### src/rtl/seg7_pkg.sv
package seg7_pkg;

  localparam int unsigned SEG_W = 7;
  localparam int unsigned BCD_W = 4;

  typedef logic [SEG_W-1:0] seg_t;
  typedef logic [BCD_W-1:0] digit_t;

  localparam seg_t SEG_ALL_OFF = '1;
  localparam seg_t SEG_ALL_ON  = '0;

  // Lit-segment sets, active high, bit 0 = a ... bit 6 = g
  function automatic seg_t glyph_lit(input digit_t d);
    seg_t lit;
    case (d)
      4'd0:    lit = 7'b011_1111;
      4'd1:    lit = 7'b000_0110;
      4'd2:    lit = 7'b101_1011;
      4'd3:    lit = 7'b100_1111;
      4'd4:    lit = 7'b110_0110;
      4'd5:    lit = 7'b110_1101;
      4'd6:    lit = 7'b111_1101;
      4'd7:    lit = 7'b000_0111;
      4'd8:    lit = 7'b111_1111;
      4'd9:    lit = 7'b110_1111;
      default: lit = 7'b000_0000;
    endcase
    return lit;
  endfunction

endpackage

### src/rtl/seg7_glyph_rom.sv
module seg7_glyph_rom
  import seg7_pkg::*;
(
  input  digit_t digit,
  output seg_t   glyph_n,
  output logic   is_zero
);

  seg_t lit;

  always_comb begin
    lit     = glyph_lit(digit);
    glyph_n = ~lit;
    is_zero = (digit == '0);
  end

endmodule

### src/rtl/seg7_blank_ctl.sv
module seg7_blank_ctl
  import seg7_pkg::*;
(
  input  seg_t glyph_n,
  input  logic is_zero,
  input  logic lamp_test_n,
  input  logic blank_n,
  input  logic zero_blank_in_n,
  output seg_t seg_next_n,
  output logic zbo_next_n
);

  logic suppress;

  always_comb begin
    suppress    = !zero_blank_in_n && is_zero;
    zbo_next_n  = !suppress;
    if (!blank_n)          seg_next_n = SEG_ALL_OFF;
    else if (!lamp_test_n) seg_next_n = SEG_ALL_ON;
    else if (suppress)     seg_next_n = SEG_ALL_OFF;
    else                   seg_next_n = glyph_n;
  end

endmodule

### src/rtl/seg7_out_stage.sv
module seg7_out_stage
  import seg7_pkg::*;
#(
  parameter bit          OUT_REG   = 1'b1,
  parameter int unsigned SYNC_DEPTH = 2
) (
  input  logic clk,
  input  logic rst_n,
  input  seg_t seg_next_n,
  input  logic zbo_next_n,
  output seg_t seg_n,
  output logic zbo_n
);

  generate
    if (OUT_REG) begin : g_reg
      logic [SYNC_DEPTH-1:0] sync_q;
      logic                  rst_sync_n;
      seg_t                  seg_q;
      logic                  zbo_q;

      always_ff @(posedge clk or negedge rst_n) begin
        if (!rst_n) sync_q <= '0;
        else        sync_q <= {sync_q[SYNC_DEPTH-2:0], 1'b1};
      end

      assign rst_sync_n = sync_q[SYNC_DEPTH-1];

      always_ff @(posedge clk or negedge rst_sync_n) begin
        if (!rst_sync_n) begin
          seg_q <= SEG_ALL_OFF;
          zbo_q <= 1'b1;
        end else begin
          seg_q <= seg_next_n;
          zbo_q <= zbo_next_n;
        end
      end

      assign seg_n = seg_q;
      assign zbo_n = zbo_q;
    end else begin : g_comb
      assign seg_n = seg_next_n;
      assign zbo_n = zbo_next_n;
    end
  endgenerate

endmodule

### src/rtl/seg7_bcd_decoder.sv
module seg7_bcd_decoder
  import seg7_pkg::*;
#(
  parameter bit OUT_REG = 1'b1
) (
  input  logic       clk,
  input  logic       rst_n,
  input  logic [3:0] bcd_in,
  input  logic       lamp_test_n,
  input  logic       blank_n,
  input  logic       zero_blank_in_n,
  output logic       zero_blank_out_n,
  output logic [6:0] seg_n
);

  localparam int unsigned SYNC_DEPTH = 2;

  seg_t glyph_n;
  logic is_zero;
  seg_t seg_next_n;
  logic zbo_next_n;

  seg7_glyph_rom u_rom (
    .digit   (bcd_in),
    .glyph_n (glyph_n),
    .is_zero (is_zero)
  );

  seg7_blank_ctl u_ctl (
    .glyph_n         (glyph_n),
    .is_zero         (is_zero),
    .lamp_test_n     (lamp_test_n),
    .blank_n         (blank_n),
    .zero_blank_in_n (zero_blank_in_n),
    .seg_next_n      (seg_next_n),
    .zbo_next_n      (zbo_next_n)
  );

  seg7_out_stage #(
    .OUT_REG    (OUT_REG),
    .SYNC_DEPTH (SYNC_DEPTH)
  ) u_out (
    .clk        (clk),
    .rst_n      (rst_n),
    .seg_next_n (seg_next_n),
    .zbo_next_n (zbo_next_n),
    .seg_n      (seg_n),
    .zbo_n      (zero_blank_out_n)
  );

endmodule

### config.mk
export PLATFORM = sky130hd
export DESIGN_NAME = seg7_bcd_decoder
export DESIGN_NICKNAME = d
export VERILOG_FILES = /design/src/rtl/seg7_pkg.sv /design/src/rtl/seg7_glyph_rom.sv /design/src/rtl/seg7_blank_ctl.sv /design/src/rtl/seg7_out_stage.sv /design/src/rtl/seg7_bcd_decoder.sv
export SDC_FILE = /design/constraint.sdc
export NUM_CORES = 1
export LEC_CHECK = 0
export BUFFER_PORTS_ARGS = -buffer_cell sky130_fd_sc_hd__buf_2
export CAP_MARGIN = 25
export CELL_PAD_IN_SITES_DETAIL_PLACEMENT = 0
export CELL_PAD_IN_SITES_GLOBAL_PLACEMENT = 1
export CORE_AREA = 2 2 41 43
export CTS_CLUSTER_DIAMETER = 200
export DETAILED_ROUTE_END_ITERATION = 10
export DIE_AREA = 0 0 43 45
export PLACE_DENSITY = 0.86
export SETUP_SLACK_MARGIN = 0.02
export SLEW_MARGIN = 5
export SYNTH_ARGS = -nofsm -noshare
export SYNTH_HDL_FRONTEND = slang
export SYNTH_SLANG_ARGS = --single-unit
### constraint.sdc
create_clock -name clk -period 1.73 [get_ports clk]
set_clock_uncertainty 0.15 [all_clocks]
set_input_delay 0.346 -clock clk [delete_from_list [all_inputs] [get_ports clk]]
set_output_delay 0.346 -clock clk [all_outputs]
set_load 0.02 [all_outputs]
; ---- Word level (Yosys, flattened, before mapping)
; Memories as Yosys holds them, arrays and structs flattened.
; Index checks and enable logic that the tools add are counted.
[word_totals]
regBits = 10
latch_bits = 0
ram_bits = 0
mem_bits_ro = 112
in_bits = 9
output_inout_bits = 8
word_cells = 12
memories = 1
[memory_table]
columns = memory, words, word_bits, read_ports, rd_clocked_by_memory_dff, wr, line_no
row1 = (name not given), 16, 7, 1, 0, 0, seg7_pkg.sv:15  ; case (d)
[op_classes]
n_addsub = 0
multipliers = 0
div = 0
n_lt_le_gt_ge = 0
n_eq_ne = 0
shift = 0
n_mux = 3
n_bitwise = 1
reduce_logical = 4
[op_table]
columns = op, n
row1 = $mux 7, 3
row2 = $not 7->7, 1
row3 = $logic_not 4->1, 1
row4 = $logic_not 1->1, 2
row5 = $logic_and 1x1->1, 1

; ---- Logic depth before layout (Yosys ltp)
[logic_depth]
depth_word = 5
mapped_depth = 5
mapped_depth_nobuf = 5

; ---- Modules after synthesis
; Synthesis repeated with hierarchy kept, for this count alone.
[unflattened]
hier_cells = 61
area_unflattened_um2 = 578.1
[modules_own_cells]
columns = module, n_inst, cells_each, area_each_um2, seq_area_each_um2
row1 = seg7_out_stage, 1, 11, 264.0, 260.2
row2 = seg7_glyph_rom, 1, 32, 207.7, 0.0
row3 = seg7_blank_ctl, 1, 18, 106.4, 0.0

; ---- Worst setup path before layout
; Ideal clock, no wire load.
[synth_path]
path_kind = input-to-reg
from = in bcd_in[1]
to = reg u_out.g_reg.seg_q[2], in the netlist u_out.seg_n[2]
setup_time_ns = 0.081
arrival_time_ns = 1.130
t_required_ns = 1.499
slack_ns = 0.368
path_stages = 5
path_buffers = 0
path_cell_list = inv_1 ha_1 nor4b_4 o21ai_2 o211ai_1
[synth_between]
elab_chain_len = 5
elab_cells_between_ends = 7
classes_between = 3 x mux / 1 x bitwise / 2 x reduce/logical / 1 x memory
[synth_rtl]
columns = item, line_no
row1 = start: declaration, seg7_bcd_decoder.sv:8  ; input logic [3:0] bcd_in,
row2 = $mem_v2 16x7 / $logic_not 4->1 (equally long branches), n/a
row3 = $not 7->7 / $logic_and 1x1->1 (equally long branches), "seg7_glyph_rom.sv:13, seg7_blank_ctl.sv:16"
row4 = $mux 7 *, seg7_blank_ctl.sv:20  ; else if (suppress) seg_next_n = SEG_ALL_OFF;
row5 = $mux 7 *, seg7_blank_ctl.sv:19  ; else if (!lamp_test_n) seg_next_n = SEG_ALL_ON;
row6 = $mux 7 *, seg7_blank_ctl.sv:18  ; if (!blank_n) seg_next_n = SEG_ALL_OFF;
row7 = via seg_next_n[2], seg7_bcd_decoder.sv:20  ; seg_t seg_next_n;
row8 = end signal: assignment, seg7_out_stage.sv:34  ; seg_q <= seg_next_n;
row9 = end: declaration, seg7_out_stage.sv:19  ; seg_t seg_q;
; The timed path passes the listed nets; every way through them passes the cells marked *.

; ---- Worst setup path in the final report
[layout_path]
from = reg u_out.g_reg.seg_q[5], in the netlist u_out.seg_n[5]
to = out seg_n[5]
[layout_rtl]
columns = item, line_no
row1 = end: declaration, seg7_bcd_decoder.sv:13  ; output logic [6:0] seg_n
; No word-level cell between the ends.

==> reports/summary.txt <==
========================================================================================
Status                                                                         completed
Peak per-stage delay on the critical path                                        0.51 ns
Reported leakage power                                                          0.314 nW
Sequential cell area fraction in the yosys report                                  48.6%
Post-CTS sizing                                                                        0
Internal power of the cells                                                       423 uW
Clock Pin Slew Worst Setup and Hold Paths                                        0.06 ns
Drt wl/cell                                                                      10.6 um
Fraction of power consumed by sequential logic                                     47.6%
Worst Setup Start Kind                                                         flip-flop
Final instance area                                                              671 um2
Final number of max-transition violations                                              0
Power spent charging and discharging nets                                         132 uW
Peak Freq                                                                        707 MHz
Number of buffers inserted by port buffering                                          16
Sum of net half-perimeters after detailed placement                               747 um
Origin of the worst setup path                                              u_out.seg_n[5]$_DFF_PN1_
Grt ovf                                                                                0
Pin count of the biggest net entering global routing                                  10
Total nets after synthesis                                                            61
Die H                                                                              45 um
Final count of negative-setup-slack endpoints                                          0
Standard-cell row count                                                               14
Reg-to-Reg Start                                                            u_out.g_reg.sync_q[0]$_DFF_PN0_
Share of power burned in combinational logic                                       16.8%
Setup total negative slack                                                          0 ns
Wire length of the first global-routing pass                                     1580 um
Hold Path Class                                                                in -> reg
RSZ-0062 raised after global routing                                                  no
Synth Warn #                                                                           0
Critical path depth in cells                                                           1
Endpoints failing hold                                                                 0
Core Box Area                                                                0.00147 mm2
Max-cap check violation count                                                          0
Area Growth Syn to Fin                                                             25.2%
Worst R2R Path Depth                                                                   0
CP Cell Sequence                                                                   buf_2
Clock share of power                                                               35.6%
Fraction of power spent switching nets                                             23.8%
Crit-path leading delay family                                                flip-flops
First-pass iteration count of the detailed router                                      3
Worst EP required                                                                1.23 ns
FILL cells                                                                           150
Portion of the clock cycle consumed by the worst path in the final layout          81.7%
Slowest stage cell, crit path                                                    dfstp_2
CP bufs+invs                                                                           1
Worst reg2reg setup slack                                                        1.12 ns
Antenna Diode Count                                                                    0
Post-detailed-route DRC marker count                                                   0
Worst IR Drop VDD                                                               0.191 mV
Worst setup slack before clock tree synthesis                                  0.0898 ns
Die outline area                                                             0.00194 mm2
Worst hold slack across all endpoints                                           0.149 ns
Data arrival time of the critical path                                           0.92 ns
Layout Nets                                                                           82
Utilization after layout                                                           45.6%
IO Count                                                                              17
Via Count                                                                            393
Total power                                                                       555 uW
Pwr/cell area                                                                 827 mW/mm2
Total GRT Usage                                                                    11.6%
Cts bufs inserted                                                                      3
Buffer depth of the longest clock path                                                 2
Vias in the first global route                                                       374
CP Max Fanout                                                                          1
Start-to-end type of the worst setup path                                     reg -> out
Cell area after synthesis                                                        536 um2
Antenna viol nets, final                                                               0
Number of placed instances with taps included                                         78
Endpoint of the worst-slack reg-to-reg timing path                          u_out.g_reg.sync_q[1]$_DFF_PN0_
Placement-stage cell area                                                        624 um2
#FFs+latches synth                                                                    10
Endpoint kind of the worst setup timing path                                 output port
Shortest clock period the worst path allows after layout                         1.41 ns
Starting density of the core                                                       36.4%
Routability-driven placement congestion ratio                                      0.755
Number of antenna violations at the first check in global routing                      0
Die width                                                                          43 um
Final cell count without fillers                                                      83
Routed via count divided by cell count                                              4.73
Htree depth                                                                            1
Average size of a mapped cell                                                   11.4 um2
Final Worst Setup Slack                                                         0.316 ns
Worst setup path end                                                            seg_n[5]
TritonCTS clock tree                                                                done
Source-to-sink clock delay at the later pin of the worst-skew pair               0.25 ns
Detailed router's first-iteration violation count                                      2
Fraction of layout cells with a size suffix above 1                                44.8%
Synthesized netlist cell count                                                        47
Total length of routed wires                                                      880 um
Cell variety after synth                                                              21
CTS sink count                                                                        10
Root buffer cell                                                                clkbuf_4
Critical hold path startpoint                                                    blank_n
========================================================================================
==> synth_stat cells <==
master    count  area, um2
dfrtp_1       2       50.1
nor3b_1       1       7.51
nand3b_1      1       7.51
o211ai_1      4       30.0
nor2b_1       1       6.26
a21oi_1       2       10.0
buf_6         1       11.3
or2b_1        1       7.51
inv_1         5       18.8
o21ai_2       1       8.76
ha_1          5       62.6
o21ai_1       2       10.0
nand2_1       2       7.51
nor4b_4       1       23.8
dfstp_2       8        210
nand2b_1      3       18.8
nand3_1       2       10.0
o21a_1        1       7.51
a211o_1       1       8.76
conb_1        1       3.75
a21o_1        2       15.0
==> power by group through the flow <==
stage               clock network, mW  logic, mW  registers (mW)
floorplan                           0     0.0398           0.287
global placement                    0     0.0915           0.268
detailed placement                  0     0.0925           0.269
CTS                             0.209     0.0946           0.265
global route                    0.224      0.104           0.266
finish                          0.198     0.0932           0.264
==> worst min-delay path by stage <==
| stage | slack [ns] | end | cells past startpoint |
|---|---|---|---|
| 6_report | 0.15 | u_out.seg_n[4]$_DFF_PN1_ | 2 |
| 5_1_grt | 0.14 | u_out.seg_n[1]$_DFF_PN1_ | 2 |
| 4_1_cts | 0.14 | u_out.seg_n[0]$_DFF_PN1_ | 2 |
| 3_5_place_dp | -0.02 | u_out.g_reg.sync_q[1]$_DFF_PN0_ | 1 |
| 3_3_place_gp | -0.02 | u_out.g_reg.sync_q[1]$_DFF_PN0_ | 1 |
| 2_1_floorplan | -0.1 | u_out.g_reg.sync_q[0]$_DFF_PN0_ | 0 |
==> layer usage <==
layer  routed length [um]  share of wire [%]  global-route usage, %  vias to the layer above
met2                  432                 49                   19.7                       13
met3                   61                6.9                   3.60                        2
met1                  371                 42                   12.1                      180
met5                    0                  0                      0                        -
met4                   14                1.6                   9.09                        0
li1                     -                  -                      -                      198
==> layout make-up <==
class,count,area (um2),share of cell area (%)
timing repair buffer,17,90.1,13.4
inverter,5,18.8,2.80
multi-input combinational,31,245,36.6
clock buffer,4,36.3,5.41
sequential,10,260,38.8
tap,16,20.0,2.99
==> sequential cells by signal (all words and copies together) (netlist names) <==
register / flops
u_out.seg_n: 7
u_out.g_reg.sync_q: 2
u_out.zbo_n: 1
==> repair_timing <==
item,CTS,global route
hold endpoints to repair,2,0
hold buffers,1,0
setup buffers,0,0
==> cell usage in the layout (no fill, tap or decap), types with 2 or more instances in the layout <==
cell and count:
buf_2 16, dfstp_2 8, inv_1 5, ha_1 5
o211ai_1 4, nand2b_1 3, clkbuf_4 3, a21oi_1 2
nand2_1 2, a21o_1 2, o21ai_1 2, nand3_1 2
dfrtp_1 2
==> logic make-up after synthesis <==
kind of cell	count (synthesis)	synth area share, %
fa+ha+maj	5	11.7
compound gates	13	16.8
flops	10	48.6
buf+inv	6	5.61
simple gates	12	16.6
other cells	1	0.700
(Power assumes the default switching activity.)
